## config.mk

```make
export PLATFORM = sky130hd
export DESIGN_NAME = clk_gate_ctrl
export DESIGN_NICKNAME = d
export VERILOG_FILES = /design/src/rtl/ckg_pkg.sv /design/src/rtl/ckg_hs_timer.sv /design/src/rtl/ckg_idle_seq.sv /design/src/rtl/ckg_domain.sv /design/src/rtl/clk_gate_ctrl.sv
export SDC_FILE = /design/constraint.sdc
export NUM_CORES = 1
export LEC_CHECK = 0
export BUFFER_PORTS_ARGS = -buffer_cell sky130_fd_sc_hd__buf_2
export CORE_MARGIN = 4
export CORE_UTILIZATION = 44
export DETAILED_ROUTE_END_ITERATION = 16
export HOLD_SLACK_MARGIN = 0.06
export PLACE_DENSITY = 0.87
export RECOVER_POWER = 25
export SLEW_MARGIN = 20
export SYNTH_ARGS = -nofsm -noshare
export SYNTH_HDL_FRONTEND = slang
export SYNTH_SLANG_ARGS = --single-unit
export TNS_END_PERCENT = 20
```

## constraint.sdc

```tcl
create_clock -name clk -period 1.6 [get_ports clk]
set_clock_uncertainty 0.1 [all_clocks]
set_input_delay 0.08 -clock clk [delete_from_list [all_inputs] [get_ports clk]]
set_output_delay 0.08 -clock clk [all_outputs]
set_load 0.01 [all_outputs]
```

## src/rtl/ckg_pkg.sv

```systemverilog
package ckg_pkg;

  // word index decode
  localparam logic [1:0] A_MOD = 2'd0;
  localparam logic [1:0] A_DOM = 2'd1;
  localparam logic [1:0] A_SRC = 2'd2;

  // mode and idle encodings
  localparam logic [1:0] MODE_ON    = 2'd2;
  localparam logic [1:0] IDLE_FUNC  = 2'd0;
  localparam logic [1:0] IDLE_TRANS = 2'd1;
  localparam logic [1:0] IDLE_OFF   = 2'd3;

  // domain and source encodings
  localparam logic [1:0] DOM_WAKE = 2'd2;
  localparam logic [1:0] SRC_RSVD = 2'd3;

  // bit positions
  localparam int MODE_LSB  = 0;
  localparam int IDLE_LSB  = 16;
  localparam int DBCLK_BIT = 18;
  localparam int IFC_BIT   = 4;
  localparam int XCLK_LSB  = 5;

  function automatic logic [31:0] pack_mod(input logic [1:0] mode,
                                           input logic [1:0] idle,
                                           input logic       db);
    logic [31:0] w;
    w = '0;
    w[MODE_LSB +: 2] = mode;
    w[IDLE_LSB +: 2] = idle;
    w[DBCLK_BIT]     = db;
    return w;
  endfunction

  function automatic logic [31:0] pack_dom(input logic [1:0] field,
                                           input logic       ifc,
                                           input logic [1:0] xclk);
    logic [31:0] w;
    w = '0;
    w[1:0]           = field;
    w[IFC_BIT]       = ifc;
    w[XCLK_LSB +: 2] = xclk;
    return w;
  endfunction

  function automatic logic src_legal(input logic [1:0] v);
    return v != SRC_RSVD;
  endfunction

endpackage

```

## src/rtl/ckg_hs_timer.sv

```systemverilog
module ckg_hs_timer #(
  parameter int unsigned DELAY = 4
) (
  input  logic clk,
  input  logic rst_n,
  input  logic start,
  output logic fire
);
  localparam int unsigned CW = $clog2(DELAY + 1);

  logic          busy;
  logic [CW-1:0] cnt;

  // fire marks the edge on which the waiting state must settle
  assign fire = busy && (cnt == CW'(DELAY)) && !start;

  always_ff @(posedge clk) begin
    if (!rst_n) begin
      busy <= 1'b0;
      cnt  <= '0;
    end else if (start) begin
      busy <= 1'b1;
      cnt  <= CW'(1);
    end else if (busy) begin
      if (fire) busy <= 1'b0;
      else      cnt  <= cnt + CW'(1);
    end
  end

  AST_TMR_NO_FIRE_IDLE: assert property (@(posedge clk) disable iff (!rst_n)
    start |=> !fire);

endmodule

```

## src/rtl/ckg_idle_seq.sv

```systemverilog
module ckg_idle_seq
  import ckg_pkg::*;
#(
  parameter int unsigned MOD_LAT = 4
) (
  input  logic       clk,
  input  logic       rst_n,
  input  logic       req,
  input  logic       req_on,
  output logic [1:0] idle
);
  logic fire;
  logic tgt_on;

  ckg_hs_timer #(.DELAY(MOD_LAT)) u_tmr (
    .clk  (clk),
    .rst_n(rst_n),
    .start(req),
    .fire (fire)
  );

  always_ff @(posedge clk) begin
    if (!rst_n) begin
      idle   <= IDLE_OFF;
      tgt_on <= 1'b0;
    end else if (req) begin
      tgt_on <= req_on;
      if (req_on && idle != IDLE_FUNC) idle <= IDLE_TRANS;
    end else if (fire) begin
      idle <= tgt_on ? IDLE_FUNC : IDLE_OFF;
    end
  end

  AST_IDLE_LEGAL: assert property (@(posedge clk) disable iff (!rst_n)
    idle != 2'd2);
  AST_IDLE_TRANS_ON_REQ: assert property (@(posedge clk) disable iff (!rst_n)
    (req && req_on && idle != IDLE_FUNC) |=> idle == IDLE_TRANS);

endmodule

```

## src/rtl/ckg_domain.sv

```systemverilog
module ckg_domain
  import ckg_pkg::*;
#(
  parameter int unsigned DOM_LAT  = 3,
  parameter int unsigned XTRA_LAG = 2,
  parameter int unsigned N_XTRA   = 2
) (
  input  logic       clk,
  input  logic       rst_n,
  input  logic       req,
  input  logic       req_wake,
  output logic       ifc_act,
  output logic [1:0] x_act
);
  localparam logic [1:0] XMASK = (N_XTRA >= 2) ? 2'b11 :
                                 (N_XTRA == 1) ? 2'b01 : 2'b00;

  logic tgt;
  logic fire_ifc;

  ckg_hs_timer #(.DELAY(DOM_LAT)) u_tmr_ifc (
    .clk  (clk),
    .rst_n(rst_n),
    .start(req),
    .fire (fire_ifc)
  );

  always_ff @(posedge clk) begin
    if (!rst_n) begin
      tgt     <= 1'b0;
      ifc_act <= 1'b0;
    end else begin
      if (req) tgt <= req_wake;
      if (fire_ifc) ifc_act <= tgt;
    end
  end

  generate
    if (N_XTRA > 0) begin : g_xtra
      logic fire_x;
      ckg_hs_timer #(.DELAY(DOM_LAT + XTRA_LAG)) u_tmr_x (
        .clk  (clk),
        .rst_n(rst_n),
        .start(req),
        .fire (fire_x)
      );
      always_ff @(posedge clk) begin
        if (!rst_n)      x_act <= 2'b00;
        else if (fire_x) x_act <= tgt ? XMASK : 2'b00;
      end

      AST_XTRA_AFTER_IFC: assert property (@(posedge clk) disable iff (!rst_n)
        (x_act != 2'b00 && $past(x_act) == 2'b00) |-> ifc_act);
    end else begin : g_noxtra
      assign x_act = 2'b00;
    end
  endgenerate

endmodule

```

## src/rtl/clk_gate_ctrl.sv

```systemverilog
module clk_gate_ctrl
  import ckg_pkg::*;
#(
  parameter int unsigned MOD_LAT   = 4,
  parameter int unsigned DOM_LAT   = 3,
  parameter int unsigned XTRA_LAG  = 2,
  parameter int unsigned N_XTRA    = 2,
  parameter bit          HAS_DBCLK = 1'b1
) (
  input  logic        clk,
  input  logic        rst_n,
  input  logic        bus_wr,
  input  logic [1:0]  bus_addr,
  input  logic [31:0] bus_wdata,
  output logic [31:0] bus_rdata,
  output logic        fclk_en,
  output logic        dbclk_en,
  output logic        dom_wake,
  output logic [1:0]  clk_src_sel
);
  logic [1:0] mode_q;
  logic       db_q;
  logic [1:0] dom_q;
  logic [1:0] src_q;
  logic [1:0] idle;
  logic       ifc_act;
  logic [1:0] x_act;

  // named write events
  logic wr_mod, wr_dom, wr_src, src_ok;
  assign wr_mod = bus_wr && bus_addr == A_MOD;
  assign wr_dom = bus_wr && bus_addr == A_DOM;
  assign wr_src = bus_wr && bus_addr == A_SRC;
  assign src_ok = src_legal(bus_wdata[1:0]);

  logic unused_wdata_bits;
  assign unused_wdata_bits = ^{bus_wdata[31:19], bus_wdata[17:2]};

  always_ff @(posedge clk) begin
    if (!rst_n) begin
      mode_q <= 2'd0;
      db_q   <= 1'b0;
      dom_q  <= 2'd0;
      src_q  <= 2'd0;
    end else begin
      if (wr_mod) begin
        mode_q <= bus_wdata[1:0];
        db_q   <= HAS_DBCLK ? bus_wdata[DBCLK_BIT] : 1'b0;
      end
      if (wr_dom) dom_q <= bus_wdata[1:0];
      if (wr_src && src_ok) src_q <= bus_wdata[1:0];
    end
  end

  ckg_idle_seq #(.MOD_LAT(MOD_LAT)) u_idle (
    .clk   (clk),
    .rst_n (rst_n),
    .req   (wr_mod),
    .req_on(bus_wdata[1:0] == MODE_ON),
    .idle  (idle)
  );

  ckg_domain #(
    .DOM_LAT (DOM_LAT),
    .XTRA_LAG(XTRA_LAG),
    .N_XTRA  (N_XTRA)
  ) u_dom (
    .clk     (clk),
    .rst_n   (rst_n),
    .req     (wr_dom),
    .req_wake(bus_wdata[1:0] == DOM_WAKE),
    .ifc_act (ifc_act),
    .x_act   (x_act)
  );

  always_comb begin
    unique case (bus_addr)
      A_MOD:   bus_rdata = pack_mod(mode_q, idle, db_q);
      A_DOM:   bus_rdata = pack_dom(dom_q, ifc_act, x_act);
      A_SRC:   bus_rdata = {30'd0, src_q};
      default: bus_rdata = '0;
    endcase
  end

  assign fclk_en     = mode_q == MODE_ON;
  assign dbclk_en    = db_q;
  assign dom_wake    = dom_q == DOM_WAKE;
  assign clk_src_sel = src_q;

  AST_MODE_ECHO: assert property (@(posedge clk) disable iff (!rst_n)
    wr_mod |=> mode_q == $past(bus_wdata[1:0]));
  AST_FUNC_NEEDS_ON: assert property (@(posedge clk) disable iff (!rst_n)
    (idle == IDLE_FUNC && $past(idle) != IDLE_FUNC) |-> mode_q == MODE_ON);
  AST_OFF_NEEDS_OFF: assert property (@(posedge clk) disable iff (!rst_n)
    (idle == IDLE_OFF && $past(idle) != IDLE_OFF) |-> mode_q != MODE_ON);
  AST_SRC_LEGAL: assert property (@(posedge clk) disable iff (!rst_n)
    clk_src_sel != SRC_RSVD);
  AST_SRC_HOLD_RSVD: assert property (@(posedge clk) disable iff (!rst_n)
    (wr_src && bus_wdata[1:0] == SRC_RSVD) |=> $stable(clk_src_sel));

endmodule

```

==> results.md <==
* Antenna Nets Post-Route at 0
* DR iter-0 viols at 32
* Die H at 63.3 um
* Post-Place Cell Area at 1360 um2
* Crit Path Class: register to register
* Die ar. at 4010 um2
* Final setup viols at 0
* Clk slew on worst S/H paths at 120 ps
* Worst path depth at 5
* DRT Pass-1 Iters at 4
* Tmin final at 1540 ps
* Core area at between 2000 and 3000 um2
* Synth Register Bits at 24
* Syn. warnings at 0
* Synth cell types at 33
* Inst Count DP at 208
* Diodes inserted at 0
* Final cell count without fillers at ~220
* Final Slew Violations at 0
* Seq/Total Area, Yosys at 35.7%
* Final instance area at approximately 1400 um2
* DRC Markers at 0
* # rows at 19
* Worst IR Drop VDD at 0.231 mV
* Overflow after GRT at 0
* Clock root cell: clkbuf_4
* Peak Freq at 650 MHz
* IO Port Bufs at 20
* Postcts setup bufs at 0
* Final Hold Fails at 0
* CP top delay family: simple AND/OR/NAND/NOR gates
* Arrival @ worst endpoint at 1650 ps
* Critical path origin: u_idle.u_tmr.cnt[0]$_SDFFE_PN0P_
* Power Density at 739 nW/um2
* Worst R2R End: u_idle.idle[1]$_SDFFE_PN1P_
* R2R Setup Slk at 60 ps
* CTS tree: yes
* Crit. End Element: register
* Worst-path cell chain: inv_1 > ha_1 > nand3_1 > nand2b_4 > a311o_1
* Global-route wire length before repair at 3950 um
* Largest net degree at the start of global routing at 13
* DP HPWL at 1800 um
* CP Buf/Inv Count at 1
* Crit start category: register
* Critical Path RT at between 1500 and 2000 ps
* Initial Util at 47.2%
* P&R area growth vs syn at 6.04%
* Setup crit end: u_idle.idle[1]$_SDFFE_PN1P_
* Slowest-stage cell, CP: dfxtp_1
* R2R Path Start: u_idle.u_tmr.cnt[0]$_SDFFE_PN0P_
* CTS Sinks at 24
* RSZ-0062 raised after global routing: true
* Worst-Skew Late Latency at approximately 320 ps
* Total global routing track utilization at 12.0%
* Vias per cell at 5.00
* Post-synthesis cell count at 163
* Final layout net count at 228
* Hold slack final at 79.5 ps
* Max-Cap Viols at 0
* Crit Path Max Fanout at 5
* Antenna violations before repair at 0
* Final Wtd Congestion at 0.750
* Post-Route Setup TNS at 0 ps
* Synthesized cell area at 1350 um2
* CP peak stage delay at 350 ps
* Mean Syn Cell Area at 8.27 um2
* Outcome: finished clean
* Layout cell share with drive strength beyond 1 at 12.5%
* I/O pins at 74
* DRT Wirelength at 2500 um
* R2R cell count at 5
* Min-delay worst type: input pin to register
* Routed via count at 1075
* WL/cell at ~12 um
* Die width at 63.3 um
* CTS buffer count at 3
* Leak Pwr at approximately 0.63 nW
* Total power draw at 0.00106 W
* Crit share post-route at 96.1%
* H-Tree Depth at 1
* Bufs on Longest Clock Path at 2
* Vias in the first global route at 950
-- timing repair --
item,4_1_cts,5_1_grt
resized for setup,0,2
hold endpoints to repair,12,0
hold buffers,4,0
setup endpoints to repair,0,2
-- synth_stat cells (all sizes together) --
library cell | count | area (um2)
a2111oi | 2 | 17.5
a211oi | 1 | 7.51
a21boi | 2 | 15.0
a21oi | 17 | 85.1
a311o | 1 | 10.0
a41o | 1 | 10.0
a41oi | 1 | 8.76
and2 | 5 | 31.3
and3b | 2 | 17.5
and4b | 1 | 10.0
buf | 29 | 220
clkbuf | 3 | 11.3
conb | 1 | 3.75
dfxtp | 24 | 480
ha | 5 | 62.6
inv | 5 | 18.8
mux2i | 3 | 30.0
nand2 | 20 | 75.1
nand2b | 1 | 6.26
nand3 | 3 | 15.0
nand3b | 4 | 30.0
nand4 | 1 | 6.26
nor2 | 10 | 37.5
nor2b | 5 | 31.3
nor3 | 4 | 20.0
nor3b | 1 | 12.5
o21ai | 6 | 30.0
or3b | 2 | 17.5
xnor2 | 3 | 26.3
-- layer usage --
| metal | track usage (%) | vias to the layer above | routed length (um) |
|---|---|---|---|
| li1 | - | 542 | - |
| met5 | 0 | - | 0 |
| met1 | 13.8 | 493 | 1060 |
| met2 | 21.0 | 35 | 1230 |
| met3 | 2.66 | 5 | 157 |
| met4 | 5.66 | 0 | 52 |
-- tightest hold or removal path: stages --
cell and delay [ps]:
buf_2 180, nor3b_2 80, nand2_1 70, a21oi_1 50
-- state kept, by name, indices dropped and copies added, names as in the netlist --
signal	count
u_dom.g_xtra.u_tmr_x.busy	1
clk_src_sel	2
u_dom.ifc_act	1
u_idle.idle	2
u_dom.u_tmr_ifc.cnt	2
u_dom.u_tmr_ifc.busy	1
u_idle.u_tmr.busy	1
dbclk_en	1
u_dom.tgt	1
u_dom.g_xtra.u_tmr_x.cnt	3
u_idle.tgt_on	1
u_dom.x_act	1
u_idle.u_tmr.cnt	3
mode_q	2
dom_q	2
-- cells by family (layout without fill, tap and decap cells) --
group | Yosys count | count (layout) | synth area share, %
and+or+nand+nor | 59 | 59 | 23.0
buffers and inverters | 37 | 35 | 18.6
muxes | 3 | 3 | 2.23
AOI/OAI and AO/OA | 31 | 31 | 13.7
other | 1 | 24 | 0.278
DFF | 24 | 24 | 35.7
xor gates and xnor gates | 3 | 3 | 1.95
adders and majority gates | 5 | 5 | 4.64
-- per-stage QoR --
stage          setup WS [ps]  util [%]
2_1_floorplan            196         -
3_3_place_gp            97.1      47.8
3_5_place_dp            94.2      47.8
4_1_cts                 53.1      50.0
5_1_grt                -19.1      50.1
6_report                61.7      50.1
-- layout make-up --
type | instances | area [um2]
tap | 31 | 38.8
multi-input combinational | 125 | 712
sequential | 24 | 480
clock buffer | 3 | 22.5
inverter | 5 | 18.8
fill | 273 | 1420
timing repair buffer | 27 | 156
-- how the worst min path moves through the flow --
stage	end	depth (start not counted)	start	slack, ps
6_report	mode_q[0]$_SDFFE_PN0P_	4	bus_addr[0]	80
2_1_floorplan	mode_q[1]$_SDFFE_PN0P_	2	bus_wdata[1]	120
3_3_place_gp	dbclk_en$_SDFFE_PN0P_	3	bus_wdata[18]	220
4_1_cts	mode_q[0]$_SDFFE_PN0P_	4	bus_addr[0]	70
5_1_grt	mode_q[0]$_SDFFE_PN0P_	4	bus_addr[0]	110
3_5_place_dp	dbclk_en$_SDFFE_PN0P_	3	bus_wdata[18]	230
-- layout by cell type (no fill, tap or decap), types with 3 or more instances in the layout --
cell type | Yosys | final
conb_1 | 1 | 24
mux2i_1 | 3 | 3
inv_1 | 5 | 5
nand2_1 | 20 | 20
nand3b_1 | 4 | 4
and2_1 | 5 | 4
buf_2 | 2 | 15
dlygate4sd3_1 | 0 | 4
buf_4 | 25 | 3
nor2_1 | 10 | 10
clkbuf_1 | 3 | 5
nor2b_1 | 5 | 5
nand3_1 | 3 | 3
nor3_1 | 4 | 4
ha_1 | 5 | 5
o21ai_0 | 4 | 4
clkbuf_4 | 0 | 3
dfxtp_1 | 24 | 24
xnor2_1 | 3 | 3
a21oi_1 | 17 | 17
-- power breakdown --
part	switching [W]	internal, W
Clock	0.000175	0.0000882
Combinational	0.0000986	0.0000592
Sequential	0.0000166	0.000618
(Power assumes the default switching activity.)
